[config.mk]
export PLATFORM = sky130hd
export DESIGN_NAME = prbs_err_tally
export DESIGN_NICKNAME = d
export VERILOG_FILES = /design/src/rtl/prbs_err_tally.sv
export SDC_FILE = /design/constraint.sdc
export NUM_CORES = 1
export LEC_CHECK = 0
export BUFFER_PORTS_ARGS = -buffer_cell sky130_fd_sc_hd__buf_2
export CORE_MARGIN = 10
export CORE_UTILIZATION = 50
export CTS_CLUSTER_SIZE = 30
export DETAILED_ROUTE_END_ITERATION = 8
export PLACE_DENSITY = 0.77
export SLEW_MARGIN = 40
export SYNTH_ARGS = -nofsm -noshare
export SYNTH_HDL_FRONTEND = slang
export SYNTH_SLANG_ARGS = --single-unit
export TNS_END_PERCENT = 50
[constraint.sdc]
create_clock -name clk -period 7.7 [get_ports clk]
set_input_delay 0.385 -clock clk [delete_from_list [all_inputs] [get_ports clk]]
set_output_delay 0.385 -clock clk [all_outputs]
set_load 0.03 [all_outputs]
[src/rtl/prbs_err_tally.sv]
`timescale 1ns/1ps
// Ones-count over the mismatch vector and saturating accumulator.
module prbs_err_tally #(
  parameter  int WORD_W = 8,
  parameter  int CNT_W  = 16,
  localparam int EW     = $clog2(WORD_W + 1)
) (
  input  logic              clk,
  input  logic              rst_n,
  input  logic              count_en,
  input  logic              clr,
  input  logic [WORD_W-1:0] mism,
  output logic [EW-1:0]     word_errs,
  output logic [CNT_W-1:0]  err_count,
  output logic              word_err
);

  localparam logic [CNT_W-1:0] CNT_MAX = {CNT_W{1'b1}};

  function automatic logic [EW-1:0] ones_in(input logic [WORD_W-1:0] v);
    logic [EW-1:0] c;
    c = '0;
    for (int i = 0; i < WORD_W; i++) c = c + EW'(v[i]);
    return c;
  endfunction

  function automatic logic [CNT_W-1:0] sat_add(input logic [CNT_W-1:0] a,
                                               input logic [EW-1:0] b);
    logic [CNT_W:0] s;
    s = {1'b0, a} + (CNT_W+1)'(b);
    return s[CNT_W] ? CNT_MAX : s[CNT_W-1:0];
  endfunction

  assign word_errs = ones_in(mism);

  always_ff @(posedge clk or negedge rst_n) begin
    if (!rst_n) begin
      err_count <= '0;
      word_err  <= 1'b0;
    end else begin
      word_err <= count_en && (word_errs != '0);
      if (clr)           err_count <= '0;
      else if (count_en) err_count <= sat_add(err_count, word_errs);
    end
  end

  AST_CLEAR_ZERO: assert property (@(posedge clk) disable iff (!rst_n)
    clr |=> (err_count == '0));
  AST_SAT_HOLD: assert property (@(posedge clk) disable iff (!rst_n)
    (err_count == CNT_MAX && !clr) |=> (err_count == CNT_MAX));
  AST_NO_WRAP: assert property (@(posedge clk) disable iff (!rst_n)
    !clr |=> (err_count >= $past(err_count)));
  AST_IDLE_STABLE: assert property (@(posedge clk) disable iff (!rst_n)
    (!count_en && !clr) |=> $stable(err_count));
  AST_FLAG_CLEAN: assert property (@(posedge clk) disable iff (!rst_n)
    (count_en && word_errs == '0) |=> !word_err);

endmodule

==> results of run 1 <==
through the flow:
stage | util, % | power (µW) | cells | hold WS [ps]
after detailed placement | 60.9 | 238 | 182 | 333
final | 62.1 | 286 | 186 | -2.08
after global routing | 62.1 | 309 | 186 | 6.94
after global placement | 60.9 | 234 | 182 | 323
after CTS | 62.1 | 288 | 186 | 9.65
after floorplan | - | 202 | 126 | 89.4
worst max-delay path by stage:
stage	start	end	slack, ps	cells past startpoint
2_1_floorplan	mism[0]	err_count[15]	3300	14
3_3_place_gp	mism[0]	err_count[11]	3270	15
3_5_place_dp	mism[0]	err_count[11]	3160	15
4_1_cts	mism[0]	err_count[11]	3460	15
5_1_grt	mism[0]	err_count[11]	3280	15
6_report	mism[0]	err_count[11]	3470	15
registers in the layout, indices dropped and copies added, names as in the netlist:
register,count
err_count,16
word_err,1
per-layer routing:
layer	share of wire [%]	wire length (µm)
met1	42	1200
met2	53	1530
met3	4.6	132
met4	0.28	8
met5	0	0
power by group:
part	switching [µW]	internal (µW)
Sequential	5.15	95.3
Combinational	87.3	48.3
Clock	29.8	20.1
Total	122	164
cell usage after synthesis (all sizes together) (2+ instances only):
master	n	area share (%)
dfrtp	17	36
inv	13	4.1
nor2	11	3.5
and3	9	5.1
ha	7	7.4
nand2	7	2.2
a211oi	5	3.2
a21oi	5	2.1
a311oi	5	3.7
a31oi	5	2.6
fa	5	8.4
nand3	5	2.5
o21ai	4	1.7
o21bai	4	2.5
xor2	4	3.0
clkbuf	3	0.95
nor3	3	1.3
a21o	2	1.3
mux2i	2	1.7
nor2b	2	1.1
cell type report:
class                   instances  area share (%)
well taps                      28            2.53
clock buffers                   4            1.90
repair buffers                 32            11.6
flip-flops and latches         17            30.7
multi-input cells              92            49.8
inverters                      13            3.52
kinds of logic (layout without fill, tap and decap cells):
group                    Yosys count  count (layout)  synth area share (%)
adder cells (fa/ha/maj)           12              12                  15.8
XOR/XNOR                           4               4                  2.95
AND/OR/NAND/NOR                   41              41                  18.3
AO/OA/AOI/OAI                     33              33                  19.4
flip-flops                        17              17                  35.8
multiplexers                       2               2                  1.69
buffers and inverters             17              49                  6.01
worst max-delay path, stage by stage:
cell and delay, ps:
buf_2 110, fa_1 530, inv_1 50, fa_1 450, fa_1 500, inv_1 50
ha_1 210, fa_1 560, inv_1 80, fa_1 440, nor2b_1 160, o21ai_0 140
a21o_1 340, and3_2 260, nor3_1 170
layout by cell type, fill, tap and decap left out, drive strengths merged:
master / n
a311oi: 5
o21bai: 4
fa: 5
o21a: 1
nor2: 11
clkbuf: 4
a21oi: 5
nand3: 5
and4: 1
a21o: 2
inv: 13
o41a: 1
nor2b: 2
and3: 9
dfrtp: 17
o21ai: 4
buf: 32
nor3: 3
xor2: 4
nand4: 1
or4: 1
mux2i: 2
o31a: 1
a31oi: 5
and2: 1
nand2: 7
ha: 7
a211oi: 5
==> results.cfg, run 1 <==
[outcome]
status = finished with violations
violations = negative hold slack

[clocking]
cts_resized = 0
ctsHoldBuffers = 0
tritoncts = yes
worstSkewPairLatency_ps = 290
cts-root-buf = clkbuf_4
clk_pin_slew_ps = 110
cts_setup_buffers = 0
cts_sinks = 17
cts_buffers = 3
ctsLongestPathBuffers = 2
htreeDepth = 1

[timing]
setup_viol = 0
worst_slack_ps = 3470
whs_ps = -2.08
fin_skew_ps = 4.65
fin_crit_sh_pct = 55.0
period_needed_ps = 4230
tns_ps = 0
tightest_slew_ps = 483
max_freq_mhz = 236
rsz0062_at_grt = false
relSlewSlack_pct = 67.4
maxSlewViolCount = 0
hold_violations = 4

[synthesis]
synth_cell_type_count = 30
syn-mean-instance-area_um2 = 9.42
synth_flop_cell = dfrtp_1
netlist_area_um2 = 1190
synth_enable_flop_cells = 0
ys_ff_latch = 17
seq_area_frac_synth_pct = 35.8
yosys_warnings = 0
syn_nets = 150
synthCells = 126
synthArstFlopShare_pct = 100

[worst_setup_path]
r2r-start = err_count[0]
worstPathArrival_ps = 4440
r2r_end = err_count[11]
critPathRequiredTime_ps = 7910
r2r_cells = 8
path_max_fanout = 11
critPathLaunchType = primary input
crit_type = in2reg
regToRegSetupSlack_ps = 5500
crit_path_end_kind = flop

[cells_and_area]
fin_nets = 183
n_fill_cell = 209
drive_gt1_share_pct = 25.3
diodes = 0
multiInputGateArea_um2 = 691
seq_area_um2 = 425
area_growth_pct = 16.8
stdcell_area_um2 = 1390

[global_route]
antenna_found_initial = 0
gr-usage-met1_pct = 16.7
gr-usage-all-layers_pct = 13.1
grt_overflow = 0
gr-usage-met2_pct = 21.9
grt_start_max_net_pins = 19
grt_pass1_vias = 1054
grt_pass1_wl_mm = 4.89
use_met3_pct = 3.54
busiest_layer = met2

[power_and_ir_drop]
powerDensity_nw_per_um2 = 206
peakVddDrop_uv = 132
power.leakage_uw = 0.000738

[placed_design]
post_dp_cell_area_um2 = 1360
port_buffers = 32
dp_hpwl_mm = 2.20
post-place-ws_ps = 3160
finalWeightedCongestion = 0.848

[die]
die-area_um2 = 4720
chipHeight_um = 68.7
initial_core_util_pct = 53.2
rows = 17
ios = 33
die_x_um = 68.7
coreArea_um2 = 2230

[drt]
first_pass_iters = 4
finalWirelength_mm = 2.88
dr.first_iter.drc_count = 43
routedWlPerCell_um = 15.5
routed_via_density = 5.58
vias = 1037
drcViolationCount = 0
ant_nets = 0

[run]
cap_violations = 0

[worst_hold_path]
hold_class = in2async
No activity file was read; power rests on OpenSTA's default activity.
==> inputs of run 2 (changes only) <==
- CORE_UTILIZATION: 50 -> 46
- PLACE_DENSITY: 0.77 -> 0.74
- clock period: 7.7 -> 3.52 ns (I/O delays scaled with it)
==> results.cfg, run 2 (synthesis gave the netlist of run 1 again) <==
[outcome]
status = finished with violations
violations = negative setup slack

[placed_design]
dp_hpwl_mm = 2.42
finalWeightedCongestion = 0.733
post_dp_cell_area_um2 = 1510
port_buffers = 32

[clocking]
ctsLongestPathBuffers = 2
tritoncts = yes
htreeDepth = 1
worstSkewPairLatency_ps = 300
cts-root-buf = clkbuf_4
cts_sinks = 17
clk_pin_slew_ps = 100
cts_buffers = 3

[drt]
drcViolationCount = 0
vias = 1114
finalWirelength_mm = 3.12
routed_via_density = 5.43
ant_nets = 0
dr.first_iter.drc_count = 56
first_pass_iters = 4
routedWlPerCell_um = 15.2

[timing]
whs_ps = 258
tns_ps = -140
setup_viol = 10
worst_slack_ps = -40.4
fin_crit_sh_pct = 101
rsz0062_at_grt = true
tightest_slew_ps = 431
maxSlewViolCount = 0
hold_violations = 0
period_needed_ps = 3560
relSlewSlack_pct = 71.1
fin_skew_ps = 2.75
max_freq_mhz = 281

[die]
coreArea_um2 = 2480
die_x_um = 70.8
chipHeight_um = 70.8
ios = 33
initial_core_util_pct = 47.9
rows = 18
die-area_um2 = 5010

[cells_and_area]
drive_gt1_share_pct = 43.4
layout.cells.most_common = buf_2
post-route-util_pct = 66.3
area_growth_pct = 38.4
stdcell_area_um2 = 1640
top_regs = err_count (16), word_err (1)
diodes = 0
fin_nets = 200
layout_common_cells = buf_2 (31), dfrtp_1 (17), buf_4 (15), inv_1 (12), nor2_1 (9)
top_register = err_count
largest_reg_flops = 16

[global_route]
antenna_found_initial = 0
grt_pass1_vias = 1186
grt_start_max_net_pins = 19
grt_overflow = 0
gr-usage-all-layers_pct = 12.4
grt_pass1_wl_mm = 5.27

[worst_hold_path]
min_from = clr
hold_class = in2reg

[power_and_ir_drop]
totalPowerFinal_uw = 752
peakVddDrop_uv = 365
p_sw_uw = 308
pwr-share-seq_pct = 29.6
power.leakage_uw = 0.000833
p_clk_share_pct = 14.6
internal-power_uw = 443
p_sw_share_pct = 41.0
comb_power_share_pct = 55.8
powerDensity_nw_per_um2 = 458

[worst_setup_path]
critPathLaunchType = primary input
crit_type = in2reg
r2r-start = err_count[0]
critPathLaunch = mism[0]
critPathRequiredTime_ps = 3700
crit_path_end_kind = flop
path_max_fanout = 6
worstPathArrival_ps = 3740

[run]
cap_violations = 0
## run 2: per-stage QoR
stage	cells	setup WS (ps)
global route	205	-180
finish	205	-40.4
floorplan	126	-277
detailed placement	197	-452
CTS	204	-64.7
global placement	197	-383
## run 2: final cells by class
class                      instances  area, µm²
fill                             214        835
multi-input combinational         92        803
sequential                        17        425
timing repair buffer              49        300
inverter                          13       48.8
tap                               30       37.5
clock buffer                       3       22.5
clock inverter                     1       5.00
## run 2: worst paths after layout
kind | to | slack (ps) | cells past startpoint
worst max-delay path | err_count[14] | -40 | 16
worst min-delay path | err_count[4] | 260 | 2
worst max register to register | err_count[14] | 1630 | 9
worst min register to register | err_count[8] | 510 | 1
max in group asynchronous | err_count[2] | 2920 | 2
min in group asynchronous | err_count[9] | 310 | 2
## run 2: what timing repair did
action / 4_1_cts / 5_1_grt
buffers inserted: 2 / 1
endpoints found under the setup margin: 16 / 16
hold buffers: 1 / 0
hold endpoints to repair: 17 / 0
resized for setup: 10 / 5
pin swaps: 7 / 4
## run 2: power groups by stage
stage	registers, µW	clock network, µW	logic (µW)
after floorplan	251	0	232
after global placement	224	0	373
after detailed placement	225	0	381
after CTS	221	112	403
after global routing	225	120	458
final	222	110	419
## run 2: per-layer routing
layer | share of wire, % | wire length, µm | global-route usage [%]
met1 | 44 | 1370 | 13.4
met2 | 49 | 1510 | 21.6
met3 | 5.7 | 177 | 3.63
met4 | 1.8 | 57 | 5.81
met5 | 0 | 0 | 0
## run 2: worst max-delay path, cell delays in order
cell and delay, ps:
buf_6 90, fa_1 520, inv_1 50, fa_1 440
fa_1 490, inv_1 50, ha_2 180, fa_2 540
inv_2 40, fa_2 380, nor2b_4 130, o31a_1 260
buf_4 160, nand3_2 70, nor2_2 90, a211oi_1 70
